### src/rtl/pm_pkg.sv
`timescale 1ns/1ps
// Package: shared encodings for the idle-timeout power controller.
// Assumes: state and mode codes are visible at the ports and must stay stable.
package pm_pkg;

    typedef enum logic [2:0] {
        PS_WORK  = 3'd0,
        PS_IDLE  = 3'd1,
        PS_SHUT  = 3'd2,
        PS_SLEEP = 3'd3,
        PS_WAKE  = 3'd4
    } pstate_e;

    typedef enum logic [1:0] {
        MODE_FIXED  = 2'd0,
        MODE_ADAPT  = 2'd1,
        MODE_DEVDEP = 2'd2,
        MODE_RSVD   = 2'd3
    } mode_e;

endpackage

### src/rtl/pm_idle_meter.sv
`timescale 1ns/1ps
// Module: measures the length of the current idle period in cycles.
// Assumes: start and run are never high together; the count saturates.
module pm_idle_meter #(
    parameter int W = 16
) (
    input  logic         clk,
    input  logic         rst_n,
    input  logic         start,
    input  logic         run,
    output logic [W-1:0] len
);
    localparam logic [W-1:0] SAT = {W{1'b1}};

    // Purpose: restart at one on idle entry, otherwise count up to saturation.
    always_ff @(posedge clk) begin
        if (!rst_n) begin
            len <= '0;
        end else if (start) begin
            len <= W'(1);
        end else if (run && len != SAT) begin
            len <= len + W'(1);
        end
    end
endmodule

### src/rtl/pm_latency_timer.sv
`timescale 1ns/1ps
// Module: down-counter that times a transition interval.
// Assumes: load on the entry edge; a zero latency is treated as one cycle.
module pm_latency_timer #(
    parameter int W = 8
) (
    input  logic         clk,
    input  logic         rst_n,
    input  logic         load,
    input  logic [W-1:0] load_val,
    input  logic         tick,
    output logic         last
);
    logic [W-1:0] cnt;

    // Purpose: load the interval length, then count it down to one.
    always_ff @(posedge clk) begin
        if (!rst_n) begin
            cnt <= W'(1);
        end else if (load) begin
            cnt <= (load_val == '0) ? W'(1) : load_val;
        end else if (tick && cnt > W'(1)) begin
            cnt <= cnt - W'(1);
        end
    end

    // Purpose: flag the final cycle of the interval.
    always_comb last = (cnt <= W'(1));
endmodule

### src/rtl/pm_timeout_adapt.sv
`timescale 1ns/1ps
// Module: selects the timeout in effect and retunes the adaptive value.
// Assumes: end_valid pulses once per finished idle period with its length.
// Floor is max(break-even, 2); a ceiling below the floor is raised to it.
module pm_timeout_adapt
    import pm_pkg::*;
#(
    parameter int W = 16
) (
    input  logic         clk,
    input  logic         rst_n,
    input  logic [1:0]   mode,
    input  logic [W-1:0] cfg_tau,
    input  logic [W-1:0] cfg_tbe,
    input  logic [W-1:0] cfg_max,
    input  logic         end_valid,
    input  logic [W-1:0] end_len,
    output logic [W-1:0] tau_eff
);
    localparam logic [W-1:0] FLOOR = W'(2);

    mode_e        mode_q;
    logic [W-1:0] tau_reg;
    logic [W-1:0] lo, hi, fixed_tau, adapt_eff, next_tau;
    logic [W:0]   dbl, twice;
    logic [W-1:0] dbl_c, hlf, hlf_c;
    logic         short_idle, long_idle;

    // Purpose: derive bounds and the fixed-mode value from configuration.
    always_comb begin
        mode_q    = mode_e'(mode);
        lo        = (cfg_tbe > FLOOR) ? cfg_tbe : FLOOR;
        hi        = (cfg_max < lo) ? lo : cfg_max;
        fixed_tau = (cfg_tau > FLOOR) ? cfg_tau : FLOOR;
        adapt_eff = (tau_reg < lo) ? lo : ((tau_reg > hi) ? hi : tau_reg);
    end

    // Purpose: compute the retuned adaptive timeout from the last idle length.
    always_comb begin
        dbl        = {adapt_eff, 1'b0};
        dbl_c      = (dbl > {1'b0, hi}) ? hi : dbl[W-1:0];
        hlf        = adapt_eff >> 1;
        hlf_c      = (hlf < lo) ? lo : hlf;
        twice      = {adapt_eff, 1'b0};
        short_idle = (end_len < adapt_eff);
        long_idle  = ({1'b0, end_len} >= twice);
        if (short_idle)     next_tau = dbl_c;
        else if (long_idle) next_tau = hlf_c;
        else                next_tau = adapt_eff;
    end

    // Purpose: hold the adaptive timeout, seeded from the fixed value outside adaptive mode.
    always_ff @(posedge clk) begin
        if (!rst_n) begin
            tau_reg <= FLOOR;
        end else if (mode_q != MODE_ADAPT) begin
            tau_reg <= fixed_tau;
        end else if (end_valid) begin
            tau_reg <= next_tau;
        end
    end

    // Purpose: pick the timeout in effect for the selected mode.
    always_comb begin
        unique case (mode_q)
            MODE_ADAPT:  tau_eff = adapt_eff;
            MODE_DEVDEP: tau_eff = lo;
            default:     tau_eff = fixed_tau;
        endcase
    end
endmodule

### src/rtl/idle_timeout_pm.sv
`timescale 1ns/1ps
// Module: power-state controller for one device with an idle timeout.
// Walks WORK -> IDLE -> SHUTDOWN -> SLEEP -> WAKEUP -> WORK. Shutdown and
// wake-up intervals always run to completion; activity meanwhile is held
// in one pending flag. Assumes configuration is static-or-slow; latencies
// are captured when an interval starts.
module idle_timeout_pm
    import pm_pkg::*;
#(
    parameter int CNT_W = 16,
    parameter int LAT_W = 8
) (
    input  logic             clk,
    input  logic             rst_n,
    input  logic             busy_i,
    input  logic             req_i,
    input  logic [1:0]       mode_i,
    input  logic [CNT_W-1:0] cfg_tau_i,
    input  logic [CNT_W-1:0] cfg_tbe_i,
    input  logic [CNT_W-1:0] cfg_tau_max_i,
    input  logic [LAT_W-1:0] cfg_tsd_i,
    input  logic [LAT_W-1:0] cfg_twu_i,
    output logic [2:0]       pstate_o,
    output logic             ready_o,
    output logic             pending_o,
    output logic [CNT_W-1:0] tau_o
);
    pstate_e          state_q, state_d;
    logic             pend_q;
    logic             wake_evt;
    logic [CNT_W-1:0] idle_len;
    logic [CNT_W:0]   len_inc;
    logic [CNT_W-1:0] tau_eff;
    logic             meter_start, meter_run;
    logic             lat_load, lat_tick, lat_last;
    logic [LAT_W-1:0] lat_val;
    logic             end_valid;

    pm_idle_meter #(.W(CNT_W)) u_meter (
        .clk   (clk),
        .rst_n (rst_n),
        .start (meter_start),
        .run   (meter_run),
        .len   (idle_len)
    );

    pm_latency_timer #(.W(LAT_W)) u_lat (
        .clk      (clk),
        .rst_n    (rst_n),
        .load     (lat_load),
        .load_val (lat_val),
        .tick     (lat_tick),
        .last     (lat_last)
    );

    pm_timeout_adapt #(.W(CNT_W)) u_adapt (
        .clk       (clk),
        .rst_n     (rst_n),
        .mode      (mode_i),
        .cfg_tau   (cfg_tau_i),
        .cfg_tbe   (cfg_tbe_i),
        .cfg_max   (cfg_tau_max_i),
        .end_valid (end_valid),
        .end_len   (idle_len),
        .tau_eff   (tau_eff)
    );

    // Purpose: activity or a request seen this cycle.
    always_comb wake_evt = busy_i | req_i;

    // Purpose: next-state logic and control strobes for the helpers.
    always_comb begin
        state_d     = state_q;
        meter_start = 1'b0;
        meter_run   = 1'b0;
        lat_load    = 1'b0;
        lat_val     = cfg_tsd_i;
        lat_tick    = 1'b0;
        end_valid   = 1'b0;
        len_inc     = {1'b0, idle_len} + (CNT_W+1)'(1);
        unique case (state_q)
            PS_WORK: begin
                if (!wake_evt) begin
                    state_d     = PS_IDLE;
                    meter_start = 1'b1;
                end
            end
            PS_IDLE: begin
                if (wake_evt) begin
                    state_d   = PS_WORK;
                    end_valid = 1'b1;
                end else begin
                    meter_run = 1'b1;
                    if (len_inc >= {1'b0, tau_eff}) begin
                        state_d  = PS_SHUT;
                        lat_load = 1'b1;
                        lat_val  = cfg_tsd_i;
                    end
                end
            end
            PS_SHUT: begin
                meter_run = 1'b1;
                if (lat_last) state_d = PS_SLEEP;
                else          lat_tick = 1'b1;
            end
            PS_SLEEP: begin
                if (pend_q) begin
                    state_d   = PS_WAKE;
                    lat_load  = 1'b1;
                    lat_val   = cfg_twu_i;
                    end_valid = 1'b1;
                end else begin
                    meter_run = 1'b1;
                end
            end
            PS_WAKE: begin
                if (lat_last) state_d = PS_WORK;
                else          lat_tick = 1'b1;
            end
            default: state_d = PS_WORK;
        endcase
    end

    // Purpose: power-state register.
    always_ff @(posedge clk) begin
        if (!rst_n) state_q <= PS_WORK;
        else        state_q <= state_d;
    end

    // Purpose: single pending flag, set while not ready, cleared once serving.
    always_ff @(posedge clk) begin
        if (!rst_n)                pend_q <= 1'b0;
        else if (state_q == PS_WORK) pend_q <= 1'b0;
        else if (wake_evt)         pend_q <= 1'b1;
    end

    // Purpose: drive the outputs.
    always_comb begin
        pstate_o  = state_q;
        ready_o   = (state_q == PS_WORK);
        pending_o = pend_q;
        tau_o     = tau_eff;
    end
endmodule

### config.mk
export PLATFORM = sky130hd
export DESIGN_NAME = idle_timeout_pm
export DESIGN_NICKNAME = d
export VERILOG_FILES = /design/src/rtl/pm_pkg.sv /design/src/rtl/pm_idle_meter.sv /design/src/rtl/pm_latency_timer.sv /design/src/rtl/pm_timeout_adapt.sv /design/src/rtl/idle_timeout_pm.sv
export SDC_FILE = /design/constraint.sdc
export NUM_CORES = 1
export LEC_CHECK = 0
export BUFFER_PORTS_ARGS = -buffer_cell sky130_fd_sc_hd__buf_2
export CAP_MARGIN = 20
export CORE_ASPECT_RATIO = 0.6
export CORE_UTILIZATION = 40
export DETAILED_ROUTE_END_ITERATION = 8
export HOLD_SLACK_MARGIN = 0.08
export PLACE_DENSITY = 0.66
export RECOVER_POWER = 50
export REMOVE_ABC_BUFFERS = 1
export SYNTH_ARGS = -nofsm -noshare
export SYNTH_HDL_FRONTEND = slang
export SYNTH_SLANG_ARGS = --single-unit
### constraint.sdc
create_clock -name clk -period 13.4 [get_ports clk]
set_input_delay 0 -clock clk [delete_from_list [all_inputs] [get_ports clk]]
set_output_delay 0 -clock clk [all_outputs]
set_load 0.02 [all_outputs]
* Word level (Yosys, flattened, before mapping) *
Index checks and enable logic that the tools add are counted.

operators by class
  $add $sub $neg = 3
  order comparisons = 12
  equality and inequality tests = 13
  muxes and demuxes = 38
  bitwise operators = 2
  reduce and logical (&&, ||, !) cells = 11

operators with widths
  kind                                                                              number
  16-bit two-way mux                                                                11
  16-bit < comparator                                                               3
  8-bit two-way mux                                                                 5
  16-bit by 2-bit greater-than comparator with 1-bit output, second input constant  2
  16-bit one-hot mux with 2 select lines                                            1
  3-bit two-way mux                                                                 6
  16-bit by 1-bit adder with 17-bit output, second input constant                   1
  16-bit by 17-bit >= comparator with 1-bit output                                  1
  17-bit by 16-bit >= comparator with 1-bit output                                  1
  17-bit by 16-bit greater-than comparator with 1-bit output                        1
  16-bit by 1-bit adder with 16-bit output, second input constant                   1
  16-bit greater-than comparator                                                    1
  15-bit by 16-bit < comparator with 1-bit output                                   1
  16-bit != test, second input constant                                             1
  3-bit one-hot mux with 5 select lines                                             1
  1-bit two-way mux                                                                 11
  8-bit by 1-bit greater-than comparator with 1-bit output, second input constant   1
  8-bit by 1-bit less-or-equal comparator with 1-bit output, second input constant  1
  8-bit logical NOT                                                                 1
  2-bit != test, second input constant                                              4
  8-bit by 1-bit subtractor with 8-bit output, second input constant                1
  3-bit by 2-bit == test with 1-bit output, second input constant                   2
  2-bit nonzero test                                                                3
  2-bit OR reduction                                                                3
  13 further kinds                                                                  15

storage, ports and cells
  register bits = 44
  output and inout port bits = 21
  logic and storage cells = 85

* Longest topological paths before layout *
  depth in word-level cells = 13
  gate-level depth with buffers = 40

* Hierarchy *
Synthesis repeated with hierarchy kept, for this count alone.

unflattened totals
  cell total of the unflattened synthesis = 1,002
  area total of the unflattened synthesis = 7,444.6 µm²

by module, submodules not included
  module            times used  cells an instance  area each (µm²)  seq. area each (µm²)
  pm_timeout_adapt  1           712                5,071.1          320.3
  idle_timeout_pm   1           138                1,053.5          80.1
  pm_idle_meter     1           89                 784.5            320.3
  pm_latency_timer  1           63                 535.5            160.2

* Least setup slack after synthesis *
No wires, ideal clock.

  path kind = in2reg
  start = input cfg_tbe_i[11]
  end = register u_lat.cnt[0]
  setup time = 0.120 ns
  data arrival time = 8.031 ns
  data required time = 13.280 ns
  path slack = 5.250 ns
  stages = 38
  path buffers = 3
  cells stage by stage = or4_1 -> nor4_4 -> or2_2 -> buf_2 -> inv_1 -> ha_1 -> a211oi_1 -> o211ai_1 -> o21ai_2 -> nand2_1 -> buf_2 -> buf_2 -> a21oi_1 -> ha_1 -> a21o_1 -> a21o_1 -> a21oi_1 -> o21ai_0 -> [2 not listed] -> or2_4 -> o21ai_0 -> o21ai_0 -> a22oi_1 -> o21ai_0 -> ha_1 -> nor2b_1 -> o21a_1 -> o21a_1 -> o21a_1 -> o21a_1 -> o21a_1 -> o21a_1 -> o41ai_1 -> a21oi_1 -> nor2_1 -> a211oi_1 -> a211o_1

between the ends
  longest elaborated chain between the ends = 13
  elaborated cells between the ends (all ways) = 15
  those cells by class = order compare: 5; mux: 9; reduce/logical: 1

ends and longest elaborated chain
  item                                                            line                    source
  start: declaration                                              idle_timeout_pm.sv:19   input logic [CNT_W-1:0] cfg_tbe_i,
  16-bit by 2-bit greater-than comparator with 1-bit output       pm_timeout_adapt.sv:32  lo = (cfg_tbe > FLOOR) ? cfg_tbe : FLOOR;
  16-bit two-way mux (*)                                          pm_timeout_adapt.sv:32
  16-bit < comparator                                             pm_timeout_adapt.sv:33  hi = (cfg_max < lo) ? lo : cfg_max;
  16-bit two-way mux                                              pm_timeout_adapt.sv:33
  16-bit greater-than comparator                                  pm_timeout_adapt.sv:35  adapt_eff = (tau_reg < lo) ? lo : ((tau_reg > hi) ? hi : tau_reg);
  16-bit two-way mux (2 in a row)                                 pm_timeout_adapt.sv:35
  16-bit one-hot mux with 2 select lines (*)                      pm_timeout_adapt.sv:65  unique case (mode_q)
  net tau_o[0]                                                    idle_timeout_pm.sv:26   output logic [CNT_W-1:0] tau_o
  17-bit by 16-bit >= comparator with 1-bit output (*)            idle_timeout_pm.sv:94   if (len_inc >= {1'b0, tau_eff}) begin
  1-bit two-way mux (*)                                           idle_timeout_pm.sv:94
  1-bit two-way mux (*)                                           idle_timeout_pm.sv:89   if (wake_evt) begin
  1-bit one-hot mux with 2 select lines (*)                       idle_timeout_pm.sv:81   unique case (state_q)
  8-bit two-way mux / 2-bit nonzero test (equally long branches)  n/a
  end signal: assignment                                          pm_latency_timer.sv:21  cnt <= (load_val == '0) ? W'(1) : load_val;
  end signal: assignment                                          pm_latency_timer.sv:23  cnt <= cnt - W'(1);
  end: declaration                                                pm_latency_timer.sv:14  logic [W-1:0] cnt;

The timed path passes the listed nets; every way through them passes the cells marked *.
A chain may end at the register's enable or synchronous reset.

* Worst setup path after layout *
  start = input cfg_tbe_i[11]
  end = register u_lat.cnt[5]

between the ends
  longest elaborated chain between the ends = 13
  elaborated cells between the ends (all ways) = 15
  those cells by class = order compare: 5; mux: 9; reduce/logical: 1

ends and longest elaborated chain
  item                                                            line
  16-bit by 2-bit greater-than comparator with 1-bit output       pm_timeout_adapt.sv:32
  16-bit two-way mux (*)                                          pm_timeout_adapt.sv:32
  16-bit < comparator                                             pm_timeout_adapt.sv:33
  16-bit two-way mux                                              pm_timeout_adapt.sv:33
  16-bit greater-than comparator                                  pm_timeout_adapt.sv:35
  16-bit two-way mux (2 in a row)                                 pm_timeout_adapt.sv:35
  16-bit one-hot mux with 2 select lines (*)                      pm_timeout_adapt.sv:65
  17-bit by 16-bit >= comparator with 1-bit output (*)            idle_timeout_pm.sv:94
  1-bit two-way mux (*)                                           idle_timeout_pm.sv:94
  1-bit two-way mux (*)                                           idle_timeout_pm.sv:89
  1-bit one-hot mux with 2 select lines (*)                       idle_timeout_pm.sv:81
  8-bit two-way mux / 2-bit nonzero test (equally long branches)  n/a

Every way passes the cells marked *; elsewhere a longest branch is shown, timed or not.

==> out/qor.txt <==
pin count of the biggest net entering global routing: 38
WP data arrival: 11,390 ps
Iteration-0 DRC Markers: 650
layout cell share with drive strength beyond 1: 12.4%
crit path from: cfg_tbe_i[11]
Post-synth EDFFs: 0
peak supply drop: 0.0481 mV
# IOs: 91
placed cells: 1,256
Worst Path Required: 13,580 ps
Fmax: 0.0892 GHz
clock buffer depth: 2
M1 GR Usage: 42.8%
Total Power: 0.000622 W
Max Cap Viol: 1
initial antenna violation count: 0
latest clock arrival within the worst-skew pair: 300 ps
CP peak stage delay: 820 ps
Worst slew margin: -5.04%
first-pass GRT wire length: 38,400 um
GR peak layer: met1
initial core utilization: 41.3%
Setup crit end kind: flop
routability-driven placement congestion ratio: 0.974
#FFs+latches synth: 44
WP depth: 35
Final #Nets: 1,232
skew final: 12.2 ps
Antenna Nets Post-Route: 0
average wire per standard cell: 19.3 um
drt drc: 0
FP Rows: 37
final WL: 24,600 um
CP max stage cell: nor4_1
Final Hold Vio Count: 0
clock root cell: clkbuf_16
cts hold-fix bufs: 10
Synth warnings: 0
min Tclk post-route: 11,210 ps
kind of critical path: in2reg
PD cells: 78.1 nW/um2
total grt overflow: 0
area of the die: 18,400 um2
Antenna diodes: 0
Yosys cell types: 85
top_reg_cell synth: dfxtp_1
total CTS buffers: 5
post-CTS setup buffer count: 0
reg2reg start: u_adapt.tau_reg[5]
met3 GRT Util: 8.08%
Post-DP Area: 7760 um2
Final setup viols: 0
Final Core Density: 46.0%
core area: 17,300 um2
failing checks: max-capacitance violations, max-slew violations
Setup crit end: u_lat.cnt[5]
Crit path buffers/inverters: 4
unrepaired setup endpoints after global routing: no
Setup TNS Final: 0 ps
P_leak: 3.76 nW
clock-pin slew on the worst setup and hold paths: 60 ps
via count of the routed design: 7,551
Startpoint Class: primary input
delay-heaviest family, CP: simple AND/OR/NAND/NOR gates
worst-path maximum fanout: 31
worst-margin pin slew: 1570 ps
M2 GR Usage: 33.7%
fin. max-slew vios: 26
hold crit path type: in2reg
synthesized netlist cell count: 964
Die Wd: 175 um
Worst R2R Setup Slack: 5690 ps
post-synthesis async set-or-reset flop share: 0%
R2R depth: 23
CTS tree: done
syn avg cell area: 7.41 um2
area growth from synthesis to layout: 11.5%
status: complete, but fails checks
vias per cell: 5.93
post-DP HPWL: 20,000 um
R2R Path End: u_lat.cnt[5]
Detailed Routing Iterations Pass 1: 8
I/O Buffers: 90
Fill cells: 1,830
vias in the first global route: 6,706
Die H: 106 um
cell area after synthesis: 7150 um2
H-tree depth: 2
CTS Sinks: 44
global-route usage over all layers: 26.5%
post-route cell area: 7970 um2
period utilization: 83.7%
post-cts resize count: 0
sequential fraction of the synthesis area: 12.3%
Post-Layout Cell Count: 1,274
-- worst register-to-register path, stage by stage, from the launching register on --
cell	delay [ps]
dfxtp_1	490
ha_1	300
a21oi_1	140
o21ai_0	200
o31ai_1	490
a31oi_1	110
nor4_1	800
nor2_1	630
and2_1	330
o31ai_2	450
a22oi_1	140
o21ai_0	290
inv_1	90
ha_1	290
nand4_1	280
nor2_1	290
nand3_1	120
o211ai_1	260
o2111ai_1	140
a21oi_1	680
nor2_1	230
nand3_1	150
a41oi_1	120
dlygate4sd3_1	560
-- metal layers --
metal	part of all wire [%]	up-vias
met5	0	-
met4	0.40	0
met3	12	12
met2	36	333
met1	52	3473
li1	-	3733
-- kinds of logic after synthesis --
logic type / Yosys count / share of synthesized area [%]
AOI/OAI and AO/OA: 286 / 28.8
xor gates and xnor gates: 30 / 3.68
adders and majority gates: 124 / 21.7
buffers and inverters: 96 / 5.45
DFF: 44 / 12.3
muxes: 23 / 3.24
and+or+nand+nor: 361 / 24.8
-- metrics by stage --
step | setup WS [ps] | hold slack [ps]
5_1_grt | 1260 | 96.9
3_3_place_gp | 3600 | 298
4_1_cts | 3320 | 82.0
3_5_place_dp | 3530 | 291
6_report | 2190 | 90.6
2_1_floorplan | 5200 | 95.6
-- area by class of cell --
| cell class | instances | area [um2] | share of cell area (%) |
|---|---|---|---|
| clock inverter | 2 | 10.0 | 0.126 |
| clock buffer | 6 | 139 | 1.74 |
| timing repair buffer | 105 | 578 | 7.26 |
| tap | 234 | 293 | 3.68 |
| multi-input combinational | 824 | 5840 | 73.4 |
| sequential | 44 | 881 | 11.1 |
| inverter | 59 | 221 | 2.78 |
-- cells in the mapped netlist, types with 22 or more instances --
library cell,instances,area [um2]
a211oi_1,33,248
a21oi_1,71,355
clkbuf_1,22,82.6
dfxtp_1,44,881
ha_1,123,1540
inv_1,57,214
mux2i_1,22,220
nand2_1,82,308
nor2_1,130,488
nor3_1,28,140
o21ai_0,38,190
xor2_1,22,193
-- worst min path at each step --
stage / from / end / slack [ps] / cells past startpoint
2_1_floorplan: rst_n / u_adapt.tau_reg[1] / 100 / 1
3_3_place_gp: cfg_tsd_i[3] / u_lat.cnt[3] / 300 / 3
3_5_place_dp: cfg_tsd_i[3] / u_lat.cnt[3] / 290 / 3
4_1_cts: rst_n / pstate_o[0] / 80 / 3
5_1_grt: rst_n / pstate_o[1] / 100 / 2
6_report: rst_n / pstate_o[0] / 90 / 3
-- report_power, final --
| group | leakage (nW) | switching, W | internal [W] |
|---|---|---|---|
| Clock | 0.0766 | 0.0000582 | 0.0000738 |
| Sequential | 0.359 | 0.0000116 | 0.000136 |
| Combinational | 3.33 | 0.000218 | 0.000124 |
-- cell usage in the layout, fill, tap and decap left out, types with 19 or more instances in the layout --
master / n
dfxtp_1: 44
a21o_1: 19
a211oi_1: 33
o21ai_0: 39
xor2_1: 22
a21oi_1: 71
buf_2: 85
nand2_1: 82
nor3_1: 28
nor2_1: 130
mux2i_1: 22
ha_1: 123
inv_1: 57
Note: power is estimated with default switching activity, not from simulation.
